==> src/rtl/xcvr_pkg.sv <==
package xcvr_pkg;
    typedef struct packed {
        logic ce_n;
        logic le_n;
        logic oe_n;
    } ctrl_t;

    localparam ctrl_t CTRL_IDLE = '{ce_n: 1'b1, le_n: 1'b1, oe_n: 1'b1};
endpackage

==> src/rtl/xcvr_ctrl_sel.sv <==
module xcvr_ctrl_sel
    import xcvr_pkg::*;
#(
    parameter int NUM_HALVES = 2
) (
    input  logic                  gang_i,
    input  logic [NUM_HALVES-1:0] ce_n_i,
    input  logic [NUM_HALVES-1:0] le_n_i,
    input  logic [NUM_HALVES-1:0] oe_n_i,
    output ctrl_t [NUM_HALVES-1:0] ctrl_o
);
    for (genvar h = 0; h < NUM_HALVES; h++) begin : g_half
        localparam int SRC = (h == 0) ? 0 : h;
        always_comb begin
            if (gang_i) begin
                ctrl_o[h].ce_n = ce_n_i[0];
                ctrl_o[h].le_n = le_n_i[0];
                ctrl_o[h].oe_n = oe_n_i[0];
            end else begin
                ctrl_o[h].ce_n = ce_n_i[SRC];
                ctrl_o[h].le_n = le_n_i[SRC];
                ctrl_o[h].oe_n = oe_n_i[SRC];
            end
        end
    end
endmodule

==> src/rtl/xcvr_dir_lane.sv <==
module xcvr_dir_lane
    import xcvr_pkg::*;
#(
    parameter int HALF_W = 18
) (
    input  logic              clk,
    input  logic              rst_n,
    input  ctrl_t             ctrl_i,
    input  logic [HALF_W-1:0] d_i,
    output logic [HALF_W-1:0] q_o,
    output logic              oe_o
);
    typedef struct packed {
        logic [HALF_W-1:0] data;
    } lane_st_t;

    lane_st_t st_d, st_q;
    logic     capture;

    always_comb begin
        st_d    = st_q;
        capture = !ctrl_i.ce_n && !ctrl_i.le_n;
        if (capture) begin
            st_d.data = d_i;
        end
    end

    always_ff @(posedge clk or negedge rst_n) begin
        if (!rst_n) begin
            st_q <= '0;
        end else begin
            st_q <= st_d;
        end
    end

    assign q_o  = st_q.data;
    assign oe_o = rst_n && !ctrl_i.ce_n && !ctrl_i.oe_n;

    // storage is zero one edge into reset
    a_r1_reset_clear: assert property (@(posedge clk)
        !rst_n |=> (q_o == '0));

    // a capture edge loads the source word
    a_r2_capture: assert property (@(posedge clk) disable iff (!rst_n)
        (!ctrl_i.ce_n && !ctrl_i.le_n) |=> (q_o == $past(d_i)));

    // storage mode keeps the word
    a_r3_hold: assert property (@(posedge clk) disable iff (!rst_n)
        (ctrl_i.ce_n || ctrl_i.le_n) |=> $stable(q_o));
endmodule

==> src/rtl/bidir_latch_xcvr.sv <==
module bidir_latch_xcvr
    import xcvr_pkg::*;
#(
    parameter int HALF_W     = 18,
    parameter int NUM_HALVES = 2,
    localparam int W         = HALF_W * NUM_HALVES
) (
    input  logic                  clk,
    input  logic                  rst_n,
    input  logic                  gang_i,
    input  logic [W-1:0]          a_in,
    input  logic [W-1:0]          b_in,
    input  logic [NUM_HALVES-1:0] ab_ce_n,
    input  logic [NUM_HALVES-1:0] ab_le_n,
    input  logic [NUM_HALVES-1:0] ab_oe_n,
    input  logic [NUM_HALVES-1:0] ba_ce_n,
    input  logic [NUM_HALVES-1:0] ba_le_n,
    input  logic [NUM_HALVES-1:0] ba_oe_n,
    output logic [W-1:0]          a_out,
    output logic [NUM_HALVES-1:0] a_oe,
    output logic [W-1:0]          b_out,
    output logic [NUM_HALVES-1:0] b_oe
);
    ctrl_t [NUM_HALVES-1:0] ab_ctrl;
    ctrl_t [NUM_HALVES-1:0] ba_ctrl;

    xcvr_ctrl_sel #(.NUM_HALVES(NUM_HALVES)) i_ab_sel (
        .gang_i (gang_i),
        .ce_n_i (ab_ce_n),
        .le_n_i (ab_le_n),
        .oe_n_i (ab_oe_n),
        .ctrl_o (ab_ctrl)
    );

    xcvr_ctrl_sel #(.NUM_HALVES(NUM_HALVES)) i_ba_sel (
        .gang_i (gang_i),
        .ce_n_i (ba_ce_n),
        .le_n_i (ba_le_n),
        .oe_n_i (ba_oe_n),
        .ctrl_o (ba_ctrl)
    );

    for (genvar h = 0; h < NUM_HALVES; h++) begin : g_half
        localparam int LO = h * HALF_W;

        xcvr_dir_lane #(.HALF_W(HALF_W)) i_ab_lane (
            .clk    (clk),
            .rst_n  (rst_n),
            .ctrl_i (ab_ctrl[h]),
            .d_i    (a_in[LO +: HALF_W]),
            .q_o    (b_out[LO +: HALF_W]),
            .oe_o   (b_oe[h])
        );

        xcvr_dir_lane #(.HALF_W(HALF_W)) i_ba_lane (
            .clk    (clk),
            .rst_n  (rst_n),
            .ctrl_i (ba_ctrl[h]),
            .d_i    (b_in[LO +: HALF_W]),
            .q_o    (a_out[LO +: HALF_W]),
            .oe_o   (a_oe[h])
        );

        // the B side is driven only with its own direction enabled
        a_r4_b_drive_needs_ce: assert property (@(posedge clk) disable iff (!rst_n)
            (!gang_i && b_oe[h]) |-> (!ab_ce_n[h] && !ab_oe_n[h]));

        // the A side is driven only with its own direction enabled
        a_r5_a_drive_needs_ce: assert property (@(posedge clk) disable iff (!rst_n)
            (!gang_i && a_oe[h]) |-> (!ba_ce_n[h] && !ba_oe_n[h]));

        // under gang every half copies half 0
        a_r8_gang_flags: assert property (@(posedge clk) disable iff (!rst_n)
            gang_i |-> ((b_oe[h] == b_oe[0]) && (a_oe[h] == a_oe[0])));
    end

    // no drive while reset is held
    a_r1_reset_no_drive: assert property (@(posedge clk)
        !rst_n |-> ((a_oe == '0) && (b_oe == '0)));
endmodule

==> config.mk <==
export PLATFORM = sky130hd
export DESIGN_NAME = bidir_latch_xcvr
export DESIGN_NICKNAME = d
export VERILOG_FILES = /design/src/rtl/xcvr_pkg.sv /design/src/rtl/xcvr_ctrl_sel.sv /design/src/rtl/xcvr_dir_lane.sv /design/src/rtl/bidir_latch_xcvr.sv
export SDC_FILE = /design/constraint.sdc
export NUM_CORES = 1
export LEC_CHECK = 0
export BUFFER_PORTS_ARGS = -buffer_cell sky130_fd_sc_hd__clkbuf_2
export CAP_MARGIN = 20
export CORE_UTILIZATION = 44
export DETAILED_ROUTE_END_ITERATION = 8
export GPL_TIMING_DRIVEN = 1
export PLACE_DENSITY_LB_ADDON = 0.12
export REMOVE_ABC_BUFFERS = 1
export SYNTH_ARGS = -nofsm -noshare
export SYNTH_HDL_FRONTEND = slang
export SYNTH_SLANG_ARGS = --single-unit
==> constraint.sdc <==
create_clock -name clk -period 1 [get_ports clk]
set_input_delay 0.15 -clock clk [delete_from_list [all_inputs] [get_ports clk]]
set_output_delay 0.15 -clock clk [all_outputs]
set_load 0.02 [all_outputs]
==> results of run 1 <==
timing repair:
item	in CTS	in global routing
resized for setup	22	201
hold endpoints to repair	72	72
pin swaps	1	2
buffers inserted	8	9
setup endpoints to repair	74	74
final cells by class:
class | instances | area share [%]
sequential | 72 | 38.3
timing repair buffer | 187 | 32.9
multi-input combinational | 88 | 22.2
clock buffer | 13 | 3.16
tap | 77 | 2.05
clock inverter | 3 | 1.38
stage by stage:
step	power, mW	cell area [um^2]	setup WS [ns]	utilization (%)	hold WS (ns)
2_1_floorplan	4.95	2830	-0.238	-	-0.146
3_3_place_gp	5.83	3860	-0.274	60.7	-0.00883
3_5_place_dp	5.87	3860	-0.294	60.7	-0.00819
4_1_cts	8.52	4230	-0.0395	66.6	-0.368
5_1_grt	9.61	4710	-0.0796	74.1	-0.377
6_report	9.18	4710	-0.0336	74.1	-0.354
report_power, final:
| group | total, mW | switching [mW] | internal, mW |
|---|---|---|---|
| Combinational | 2.98 | 1.23 | 1.75 |
| Sequential | 3.75 | 0.350 | 3.40 |
| Clock | 2.45 | 0.976 | 1.47 |
worst max path at each step:
stage | start | endpoint | slack (ns)
after floorplan | ab_le_n[0] | g_half[1].i_ab_lane.q_o[0] | -0.24
after global placement | gang_i | g_half[1].i_ba_lane.q_o[0] | -0.27
after detailed placement | gang_i | g_half[1].i_ba_lane.q_o[6] | -0.29
after CTS | g_half[1].i_ab_lane.q_o[10] | b_out[28] | -0.04
after global routing | g_half[1].i_ab_lane.q_o[7] | b_out[25] | -0.08
final | g_half[1].i_ab_lane.q_o[10] | b_out[28] | -0.03
cell families (layout without fill, tap and decap cells):
logic type | after synthesis | in the layout | synth area share (%)
muxes | 72 | 72 | 30.5
DFF | 72 | 72 | 61.9
and+or+nand+nor | 12 | 12 | 3.35
buffers and inverters | 9 | 203 | 2.80
AOI/OAI and AO/OA | 4 | 4 | 1.46
worst register-to-register path, stage by stage, from the launching register on:
cell     delay (ns)
dfrtp_1        0.40
buf_4          0.14
buf_6          0.10
mux2_4         0.24
routing by layer:
layer | vias up | global-route usage, %
met4 | 0 | 6.11
met3 | 12 | 7.16
li1 | 964 | -
met2 | 99 | 28.8
met1 | 1014 | 21.7
met5 | - | 0
cell usage in the layout, fill, tap and decap left out:
cell / count
clkbuf_2: 85
dfrtp_1: 72
buf_6: 67
mux2_2: 52
buf_4: 23
mux2_4: 20
clkbuf_8: 18
nor3_4: 3
clkbuf_1: 3
buf_12: 3
nor2_1: 2
nor2b_1: 2
nor2_4: 2
a21oi_4: 2
and2_1: 2
bufinv_16: 2
a21oi_2: 1
nor3_2: 1
a21oi_1: 1
clkinv_2: 1
clkbuf_16: 1
flip-flops by register name, summed over array words and instances, names as in the netlist:
signal,flops
g_half.i_ba_lane.q_o,36
g_half.i_ab_lane.q_o,36
==> flow_summary_export.csv, run 1 <==
group,metric,value,unit
worst_setup_path,r2r_cells,3,
worst_setup_path,crit_chain,"buf_6",
yosys,syn_area_per_cell,17.2,um^2
worst_setup_path,cp_num_buf_inv,1,
die,fp.dieH,83.3,um
timing,timing.final.ws_setup,-0.0336,ns
die,io_pins,163,
routing,antenna_left,0,
routing,wl_met3,463,um
yosys,synth_area_leader_cell,"dfrtp_1",
routing,vias,2089,
cells_and_area,antenna_cells,0,
yosys,ys_seq_area_share,61.9,%
timing,max_freq,968,MHz
grt,antenna_found_initial,0,
yosys,yosysWarnings,0,
place,place_hpwl,4.44,mm
timing,setup_viol,42,
yosys,synthFlopType,"dfrtp_1",
timing,tightest_slew,0.324,ns
worst_setup_path,crit_type,"reg -> out",
timing,maxSlewViolCount,0,
worst_setup_path,start_kind,"flip-flop",
die,die_area,6940,um^2
worst_setup_path,r2r-start,"g_half[1].i_ba_lane.q_o[9]",
cells_and_area,multi_input_area,1050,um^2
yosys,syn_area,2910,um^2
clocking,clk_pin_slew_worst_paths,0.07,ns
routing,drt_iter0_drc,43,
grt,grt_usage,17.8,%
status,outcome,"finished with violations",
yosys,synth-async-reset-ratio,100,%
worst_setup_path,rrSetupSlack,0,ns
routing,wl_per_cell,14.8,um
cells_and_area,syn2layout_area_growth,61.8,%
cells_and_area,regArea,1800,um^2
die,die_width,83.3,um
place,place_inst,410,
yosys,synth_top_area_share,61.9,%
routing,top_layer,"met4",
place,gp_congestion,0.736,
routing,firstDrtPassIters,3,
worst_setup_path,max_stage_delay,0.42,ns
worst_setup_path,path_delay_family,"flip-flops",
timing,holdWs,-0.354,ns
clocking,insertion_delay,0.32,ns
timing,finalClockSkew,0,ns
cells_and_area,final_net_count,445,
clocking,clockRootBuffer,"clkbuf_8",
yosys,synthMostInstantiatedCell,"dfrtp_1",
routing,drc,0,
timing,rsz0062_at_grt,"true",
pwr,p_leak,2.35,nW
yosys,synth_edf_count,0,
routing,viasPerCell,4.75,
yosys,ys_ff_latch,72,
clocking,clockBufferDepth,2,
routing,wl_met1,2.53,mm
worst_setup_path,cp_max_fo,2,
cells_and_area,drive_above_1_share,77.4,%
timing,final.min_clock_period,1.03,ns
yosys,syn_inst,169,
yosys,ys_top_cells_by_count,"72 x dfrtp_1, 52 x mux2_2, 20 x mux2_4, 4 x buf_4",
run,max_cap_violations,0,
routing,wl,6.50,mm
grt,grt_max_degree,27,
die,core-area,6350,um^2
grt,grt_overflow_total,0,
worst_hold_path,hp-class,"in -> async",
status,violations,"negative hold slack, negative setup slack",
pwr,peakVddDrop,1150,uV
pwr,p_per_area,1950,nW/um^2
cells_and_area,fin_cells,440,
die,start_util,45.8,%
clocking,cts_tree,"yes",
worst_setup_path,crit_required,0.85,ns
timing,hold_viol,72,
timing,slew_headroom,78.4,%
timing,finalCritPeriodShare,103,%
worst_setup_path,crit_path_end_kind,"primary output",
yosys,ys_types,15,
cells_and_area,fillers,422,
worst_setup_path,r2r-end,"g_half[1].i_ba_lane.q_o[9]",
clocking,numCtsBuffers,9,
yosys,yosys-top-cells-area,"dfrtp_1 62%, mux2_2 20%, mux2_4 10%, a21oi_4 1.1%, nor3_4 1.1%",
grt,grt_first_pass_wirelength,9.63,mm
worst_setup_path,cp.depth,1,
clocking,cts.sinks,72,
clocking,ctsHtreeMaxLevel,3,
worst_setup_path,cpMaxStageDelayCell,"dfrtp_1",
timing,setup_tns,-0.472,ns
place,io_buffers,162,
worst_setup_path,arrival,0.88,ns
routing,wl_met2,3.39,mm
die,num_rows,29,
grt,grt_pass1_vias,2064,
Power figures use the tool's default switching activity.
==> run 2, diff against run 1 <==
--- a/config.mk
+++ b/config.mk
@@ -5,10 +5,10 @@
 export SDC_FILE = /design/constraint.sdc
 export NUM_CORES = 1
 export LEC_CHECK = 0
-export BUFFER_PORTS_ARGS = -buffer_cell sky130_fd_sc_hd__clkbuf_2
 export CAP_MARGIN = 20
-export CORE_UTILIZATION = 44
+export CORE_UTILIZATION = 45
 export DETAILED_ROUTE_END_ITERATION = 8
+export DONT_BUFFER_PORTS = 1
 export GPL_TIMING_DRIVEN = 1
 export PLACE_DENSITY_LB_ADDON = 0.12
 export REMOVE_ABC_BUFFERS = 1
==> run 2 against run 1 <==
Wire length rose by 23%. Sequential share of layout area fell by 1.7 points. Largest cell class is now non-clock buffers. Clock skew stayed put. Worst hold slack worse by 0.14 ns. Die area is 2.2% lower. Highest routed layer unchanged. Largest power group unchanged. The run still ends with negative hold slack, negative setup slack left. Setup slack got worse by 0.014 ns.
==> flow_summary_export.csv, run 2 (same netlist as run 1, synthesis figures left out) <==
group,metric,value,unit
pwr,p_per_area,1800,nW/um^2
worst_setup_path,arrival,0.90,ns
routing,viasPerCell,4.86,
grt,grt_max_degree,77,
worst_setup_path,crit_required,0.85,ns
grt,antenna_found_initial,0,
routing,drt_iter0_drc,39,
die,num_rows,28,
timing,tightest_slew,0.226,ns
run,max_cap_violations,0,
status,outcome,"finished with violations",
timing,finalClockSkew,0,ns
timing,setup_viol,72,
routing,vias,2101,
worst_setup_path,rrSetupSlack,-0.02,ns
status,violations,"negative hold slack, negative setup slack",
place,place_hpwl,4.32,mm
clocking,clockBufferDepth,2,
grt,grt_pass1_vias,2237,
die,io_pins,163,
clocking,insertion_delay,0.33,ns
clocking,numCtsBuffers,9,
timing,slew_headroom,84.9,%
routing,antenna_left,0,
die,core-area,6060,um^2
clocking,cts_tree,"yes",
worst_setup_path,r2r-end,"g_half[1].i_ab_lane.q_o[4]",
cells_and_area,stdcell_area,4930,um^2
worst_setup_path,crit_type,"reg -> out",
cells_and_area,antenna_cells,0,
timing,finalCritPeriodShare,105,%
worst_setup_path,start_kind,"flip-flop",
worst_setup_path,cp_num_buf_inv,1,
worst_setup_path,cpMaxStageDelayCell,"dfrtp_1",
routing,wl_per_cell,18.5,um
clocking,clockRootBuffer,"clkbuf_8",
die,start_util,48.0,%
timing,max_freq,955,MHz
worst_setup_path,crit_chain,"buf_6",
clocking,ctsHtreeMaxLevel,3,
grt,grt_overflow_total,0,
clocking,hold_buffers,72,
place,gp_congestion,0.729,
worst_setup_path,crit_path_end_kind,"primary output",
timing,maxSlewViolCount,0,
cells_and_area,final_net_count,439,
pwr,p_leak,2.28,nW
worst_setup_path,cp_max_fo,2,
worst_setup_path,r2r-start,"g_half[1].i_ab_lane.q_o[4]",
die,die_area,6790,um^2
worst_setup_path,r2r_cells,3,
place,io_buffers,0,
die,die_width,82.4,um
timing,holdWs,-0.494,ns
clocking,cts.sinks,72,
place,postPlaceCellArea,3530,um^2
timing,rsz0062_at_grt,"true",
timing,final.min_clock_period,1.05,ns
cells_and_area,final_cell_mix,"72 x dfrtp_1, 72 x dlygate4sd3_1, 72 x buf_6",
timing,hold_viol,72,
cells_and_area,syn2layout_area_growth,69.4,%
worst_setup_path,max_stage_delay,0.42,ns
grt,grt_usage,23.5,%
pwr,peakVddDrop,1200,uV
worst_setup_path,path_delay_family,"flip-flops",
routing,wl,7.97,mm
cells_and_area,drive_above_1_share,56.9,%
routing,drc,0,
grt,grt_first_pass_wirelength,11.2,mm
routing,firstDrtPassIters,4,
timing,timing.final.ws_setup,-0.0476,ns
worst_hold_path,hp-class,"in -> async",
die,fp.dieH,82.4,um
clocking,clk_pin_slew_worst_paths,0.07,ns
==> run 2: through the flow <==
stage | cells | setup WS (ns) | utilization (%) | TNS [ns] | total power [mW]
floorplan | 160 | -0.238 | - | -8.07 | 4.95
global route | 432 | -0.0797 | 81.3 | -4.02 | 9.24
detailed placement | 313 | -0.0516 | 58.3 | -1.36 | 5.93
CTS | 418 | -0.0425 | 79.6 | -1.70 | 8.68
finish | 432 | -0.0476 | 81.3 | -1.13 | 8.86
global placement | 313 | -0.00155 | 58.3 | -0.00584 | 5.85
==> run 2: final cells by class <==
class / instances / area, um^2
Tap cell: 75 / 93.8
Sequential cell: 72 / 1800
Fill cell: 323 / 1130
Clock inverter: 6 / 35.0
Timing Repair Buffer: 181 / 1830
Multi-Input combinational cell: 88 / 1030
Clock buffer: 10 / 138
==> run 2: per-layer routing <==
| metal | wire [um] | track usage [%] | share of wire, % |
|---|---|---|---|
| met3 | 507 | 7.03 | 6.4 |
| met2 | 4510 | 43.9 | 57 |
| met1 | 2820 | 23.8 | 35 |
| met5 | 0 | 0 | 0 |
| met4 | 138 | 10.4 | 1.7 |
==> run 2: report_power, final <==
group / switching [mW] / total (mW) / internal [mW]
clock network: 1.04 / 1.99 / 0.949
logic: 1.21 / 3.08 / 1.86
registers: 0.385 / 3.79 / 3.40
==> run 2: how the worst max path moves through the flow <==
stage | endpoint | cells after the start | slack [ns] | from
2_1_floorplan | g_half[1].i_ab_lane.q_o[0] | 3 | -0.24 | ab_le_n[0]
3_3_place_gp | g_half[0].i_ab_lane.q_o[3] | 3 | -0.002 | ab_le_n[0]
5_1_grt | a_out[2] | 1 | -0.08 | g_half[0].i_ba_lane.q_o[2]
4_1_cts | b_out[29] | 1 | -0.04 | g_half[1].i_ab_lane.q_o[11]
3_5_place_dp | g_half[0].i_ab_lane.q_o[0] | 3 | -0.05 | ab_le_n[0]
6_report | b_out[20] | 1 | -0.05 | g_half[1].i_ab_lane.q_o[2]
==> run 2: repair_timing <==
item                                    CTS  global route
endpoints found under the setup margin   72            72
buffers inserted                         17            14
hold endpoints to repair                144            72
resized for setup                        72             0
